`src/rtl/cfg_chain_pkg.sv`:
```
package cfg_chain_pkg;

    localparam int unsigned CFG_W_DEF  = 22;
    localparam int unsigned SYNC_DEF   = 2;

    typedef enum logic {
        EDGE_FALL = 1'b0,
        EDGE_RISE = 1'b1
    } edge_sel_e;

    // The three serial pins travel together through the synchroniser so
    // that data stays aligned with its clock.
    typedef struct packed {
        logic sclk;
        logic en;
        logic sdi;
    } pins_t;

endpackage

```
`src/rtl/cfg_sync.sv`:
```
module cfg_sync
    import cfg_chain_pkg::*;
#(
    parameter int unsigned STAGES = SYNC_DEF
) (
    input  logic  clk,
    input  logic  rst,
    input  pins_t din,
    output pins_t dout
);

    pins_t stage_q [STAGES];

    always_ff @(posedge clk) begin
        if (rst) stage_q[0] <= '0;
        else     stage_q[0] <= din;
    end

    for (genvar i = 1; i < STAGES; i++) begin : g_stage
        always_ff @(posedge clk) begin
            if (rst) stage_q[i] <= '0;
            else     stage_q[i] <= stage_q[i-1];
        end
    end

    assign dout = stage_q[STAGES-1];

endmodule

```
`src/rtl/cfg_edge_det.sv`:
```
module cfg_edge_det
    import cfg_chain_pkg::*;
#(
    parameter edge_sel_e SEL = EDGE_RISE
) (
    input  logic clk,
    input  logic rst,
    input  logic lvl,
    output logic pulse
);

    logic prev_q;

    always_ff @(posedge clk) begin
        if (rst) prev_q <= 1'b0;
        else     prev_q <= lvl;
    end

    if (SEL == EDGE_RISE) begin : g_rise
        assign pulse = lvl & ~prev_q;
    end else begin : g_fall
        assign pulse = ~lvl & prev_q;
    end

endmodule

```
`src/rtl/cfg_shifter.sv`:
```
module cfg_shifter #(
    parameter int unsigned W = 22
) (
    input  logic         clk,
    input  logic         rst,
    input  logic         step,
    input  logic         din,
    output logic [W-1:0] q
);

    always_ff @(posedge clk) begin
        if (rst)       q <= '0;
        else if (step) q <= {q[W-2:0], din};
    end

endmodule

```
`src/rtl/cfg_holding_latch.sv`:
```
module cfg_holding_latch #(
    parameter int unsigned W = 22
) (
    input  logic         clk,
    input  logic         rst,
    input  logic         capture,
    input  logic [W-1:0] d,
    output logic [W-1:0] q,
    output logic         stb
);

    always_ff @(posedge clk) begin
        if (rst) begin
            q   <= '0;
            stb <= 1'b0;
        end else begin
            stb <= capture;
            if (capture) q <= d;
        end
    end

endmodule

```
`src/rtl/cfg_shift_latch.sv`:
```
module cfg_shift_latch
    import cfg_chain_pkg::*;
#(
    parameter int unsigned CFG_W       = CFG_W_DEF,
    parameter int unsigned SYNC_STAGES = SYNC_DEF
) (
    input  logic             clk,
    input  logic             rst,
    input  logic             sclk_in,
    input  logic             en_in,
    input  logic             sdi_in,
    output logic             sdo,
    output logic             sdo_oe,
    output logic [CFG_W-1:0] word_out,
    output logic             load_stb
);

    localparam int unsigned MSB = CFG_W - 1;

    pins_t            pins_raw;
    pins_t            pins_s;
    logic             sclk_rise;
    logic             en_fall;
    logic             shift_step;
    logic [CFG_W-1:0] shift_q;

    assign pins_raw = '{sclk: sclk_in, en: en_in, sdi: sdi_in};

    cfg_sync #(.STAGES(SYNC_STAGES)) u_sync (
        .clk  (clk),
        .rst  (rst),
        .din  (pins_raw),
        .dout (pins_s)
    );

    cfg_edge_det #(.SEL(EDGE_RISE)) u_sclk_edge (
        .clk   (clk),
        .rst   (rst),
        .lvl   (pins_s.sclk),
        .pulse (sclk_rise)
    );

    cfg_edge_det #(.SEL(EDGE_FALL)) u_en_edge (
        .clk   (clk),
        .rst   (rst),
        .lvl   (pins_s.en),
        .pulse (en_fall)
    );

    assign shift_step = sclk_rise & pins_s.en;

    cfg_shifter #(.W(CFG_W)) u_shift (
        .clk  (clk),
        .rst  (rst),
        .step (shift_step),
        .din  (pins_s.sdi),
        .q    (shift_q)
    );

    cfg_holding_latch #(.W(CFG_W)) u_latch (
        .clk     (clk),
        .rst     (rst),
        .capture (en_fall),
        .d       (shift_q),
        .q       (word_out),
        .stb     (load_stb)
    );

    assign sdo_oe = pins_s.en;
    assign sdo    = pins_s.en ? shift_q[MSB] : 1'b0;

endmodule

```
`config.mk`:
```
export PLATFORM = sky130hd
export DESIGN_NAME = cfg_shift_latch
export DESIGN_NICKNAME = d
export VERILOG_FILES = /design/src/rtl/cfg_chain_pkg.sv /design/src/rtl/cfg_sync.sv /design/src/rtl/cfg_edge_det.sv /design/src/rtl/cfg_shifter.sv /design/src/rtl/cfg_holding_latch.sv /design/src/rtl/cfg_shift_latch.sv
export SDC_FILE = /design/constraint.sdc
export NUM_CORES = 1
export LEC_CHECK = 0
export ABC_AREA = 1
export BUFFER_PORTS_ARGS = -buffer_cell sky130_fd_sc_hd__buf_2
export CAP_MARGIN = 30
export CELL_PAD_IN_SITES_DETAIL_PLACEMENT = 0
export CELL_PAD_IN_SITES_GLOBAL_PLACEMENT = 2
export CORE_MARGIN = 2
export CORE_UTILIZATION = 28
export CTS_BUF_LIST = sky130_fd_sc_hd__clkbuf_16
export DETAILED_ROUTE_END_ITERATION = 16
export GPL_TIMING_DRIVEN = 0
export PLACE_DENSITY = 0.73
export SKIP_CTS_REPAIR_TIMING = 1
export SYNTH_ARGS = -nofsm -noshare
export SYNTH_HDL_FRONTEND = slang
export SYNTH_SLANG_ARGS = --single-unit
```
`constraint.sdc`:
```
create_clock -name clk -period 0.9 [get_ports clk]
set_input_delay 0.09 -clock clk [delete_from_list [all_inputs] [get_ports clk]]
set_output_delay 0.09 -clock clk [all_outputs]
set_load 0.1 [all_outputs]
```
==> impl_metrics.csv <==
group,metric,value,unit
run_status,status,"finished, violations left",
run_status,failed_checks,"hold timing, setup timing",
setup_path,end_kind,"output port",
timing,clk_skew,0.00365,ns
cells_and_area,syn2layout_area_growth,55.1,%
cells_and_area,utilization,0.448,
pwr,p_switching,0.00129,W
clock_network,clock_root_buffer,"clkbuf_16",
yosys,synth_enable_flop_cells,0,
placed_design,port_buffers,28,
yosys,post_synthesis_cell_area,1960,sq um
timing,timing.final.hold_violations,2,
yosys,netlist_top_cells_count,"nor2_1, dfxtp_1, nand2_1",
yosys,yosysUniqueCellTypes,13,
yosys,synth_sequential_area_ratio,0.541,
yosys,synthesis.nets,271,
timing,tightestPinTransition,0.279,ns
timing,layout_min_cycle_time,1.07,ns
setup_path,critPathLaunchType,"register",
floorplanning,initial_core_util,0.289,
cells_and_area,num-nets-final,313,
clock_network,cts-buffers-inserted,5,
setup_path,r2r_cells,5,
setup_path,r2r_end,"u_shift.q[5]",
yosys,ys.flop_type,"dfxtp_1",
hold_path,timing.hold.worst_path_depth,3,
pwr,p_int,0.00365,W
timing,final_min_period_over_clock_period,1.18,
yosys,synth_cells,266,
timing,total_negative_slack_for_setup_checks,-4.91,ns
setup_path,crit_family,"flip-flops",
route,wl_per_cell,10.8,um
global_routing,grt_max_degree,15,
hold_path,hold_start,"sdi_in",
clock_network,cts_max_path_buffers,2,
timing,final-max-slew-violation-count,0,
floorplanning,floorplan.die_area,7690,sq um
placed_design,placedInstanceArea,2270,sq um
route,route.detailed.vias_per_inst,3.96,
placed_design,detailedPlace.worstSlack,-0.125,ns
timing,achievable-frequency,938,MHz
setup_path,timing.critical_path.cells,"buf_4",
route,drt_drc_violations_left,0,
cells_and_area,drive_above_1_share,0.379,
hold_path,hold_path_end,"u_sync.stage_q[0][0]",
cells_and_area,final_cell_area,3040,sq um
hold_path,hold_path_class,"primary input to register",
clock_network,clk_latency,0.29,ns
setup_path,crit_required,0.81,ns
yosys,synth_area_per_cell,7.38,sq um
pwr,swShare,0.261,
floorplanning,floorplan.die.height,87.7,um
global_routing,antenna_found_initial,0,
timing,final.hold.worst_slack,-0.00577,ns
pwr,irDropWorstVdd,0.000653,V
floorplanning,ios,30,
global_routing,first_pass_grt_wire_length,6780,um
yosys,flop_and_latch_count_out_of_synthesis,53,
cells_and_area,diodes,0,
global_routing,global_route.overflow_total,0,
route,antenna_violating_nets_post_route,0,
global_routing,via_count_of_the_first_global_routing_pass,1419,
global_routing,overall_global_routing_resource_usage,0.114,
clock_network,cts_htree_levels,2,
pwr,power_frac_comb,0.130,
pwr,power_frac_clock,0.370,
setup_path,cp_slowest_cell,"dfxtp_4",
setup_path,critical_path.max_fanout,4,
floorplanning,row_count,30,
route,tritonroute_pass_1_iters,2,
setup_path,crit_buf_inv,1,
pwr,pwr-share-seq,0.499,
placed_design,gpl.final_weighted_congestion,0.734,
setup_path,crit_path_kind,"register to output port",
clock_network,cts_tree,"done",
timing,rsz_0062_raised_after_global_routing,"true",
floorplanning,fp.dieW,87.7,um
route,routed-via-count,1604,
yosys,yosysMostFrequentCell,"nor2_1",
timing,final_critical_path_setup_slack,-0.166,ns
yosys,ys_warn_count,0,
yosys,yosys.area.top_type_share,0.541,
route,wl,4380,um
timing,timing.final.setup_violations,64,
pwr,power.density_cell_area,1620,nW/um^2
timing,timing.slew.headroom,0.816,
pwr,power.leakage,1.40,nW
setup_path,r2r_slack,-0.13,ns
clock_network,cts_sink_count,53,
clock_network,cts.clk_slew.worst_paths,0.07,ns
setup_path,critical-path-max-stage-delay,0.39,ns
setup_path,worstReg2RegStart,"u_sync.stage_q[1][1]",
yosys,yosysTopAreaCell,"dfxtp_1",
yosys,yosys-top-cells-area,"dfxtp_1, nor2_1, nand2_1",
setup_path,worstPathArrival,0.98,ns
placed_design,hpwl,2650,um
run,drv.max_cap_violation_count,0,
floorplanning,floorplan.core_area,6790,sq um
yosys,async_reset_ff_frac,0,
route,drtIter0Drc,38,
## metal layers
metal | global-route usage | part of all wire | routed length [um] | vias up
met2 | 0.169 | 0.46 | 2000 | 23
met4 | 0.0420 | 0.013 | 59 | 0
met1 | 0.157 | 0.50 | 2190 | 712
li1 | - | - | - | 864
met3 | 0.0330 | 0.029 | 127 | 5
met5 | 0 | 0 | 0 | -
## cells in the final DEF, fill, tap and decap left out, drive strengths merged
master    count
inv          36
buf          44
nand2        46
nand3         1
dfxtp        53
nor2         97
clkinvlp      1
clkbuf        9
o21ai        22
## worst max-delay path by stage
stage,cells past startpoint,endpoint,slack [ns],startpoint
global placement,5,u_latch.q[2],-0.13,u_sync.stage_q[1][1]
CTS,3,sdo,-0.43,u_sync.stage_q[1][1]
finish,1,sdo_oe,-0.17,u_sync.stage_q[1][1]
global route,3,sdo,-0.21,u_sync.stage_q[1][1]
detailed placement,5,u_latch.q[2],-0.13,u_sync.stage_q[1][1]
floorplan,6,u_latch.q[13],-0.23,u_sync.stage_q[1][1]
## area by class of cell
| type | count | area, sq um |
|---|---|---|
| Fill cell | 715 | 3750 |
| Sequential cell | 53 | 1100 |
| Multi-Input combinational cell | 166 | 793 |
| Timing Repair Buffer | 35 | 612 |
| Buffer | 13 | 145 |
| Inverter | 34 | 136 |
| Clock buffer | 5 | 125 |
| Tap cell | 96 | 120 |
| Clock inverter | 3 | 11.3 |
## power by group through the flow
stage	registers [W]	logic [W]	clock network (W)
floorplan	0.00275	0.000157	0
global placement	0.00249	0.000493	0
detailed placement	0.00250	0.000495	0
CTS	0.00244	0.000495	0.00190
global route	0.00247	0.000686	0.00200
finish	0.00246	0.000643	0.00183
## state kept, by name, summed over array words and instances (netlist names)
register and flops:
u_en_edge.prev_q 1, u_latch.q 22, u_latch.stb 1, u_sclk_edge.prev_q 1, u_shift.q 22, u_sync.stage_q 6
## kinds of logic (layout without fill, tap and decap cells)
group | Yosys count | count (layout) | share of synthesized area
buffers and inverters | 47 | 90 | 0.117
AO/OA/AOI/OAI | 22 | 22 | 0.0561
AND/OR/NAND/NOR | 144 | 144 | 0.286
flip-flops | 53 | 53 | 0.541
## stage by stage
stage | hold WS (ns) | total power [W] | std cells
after floorplan | 0.197 | 0.00291 | 266
after global placement | 0.291 | 0.00299 | 390
after detailed placement | 0.296 | 0.00299 | 390
after CTS | -0.00753 | 0.00484 | 398
after global routing | 0.00796 | 0.00516 | 405
final | -0.00577 | 0.00493 | 405
Power figures use the tool's default switching activity.
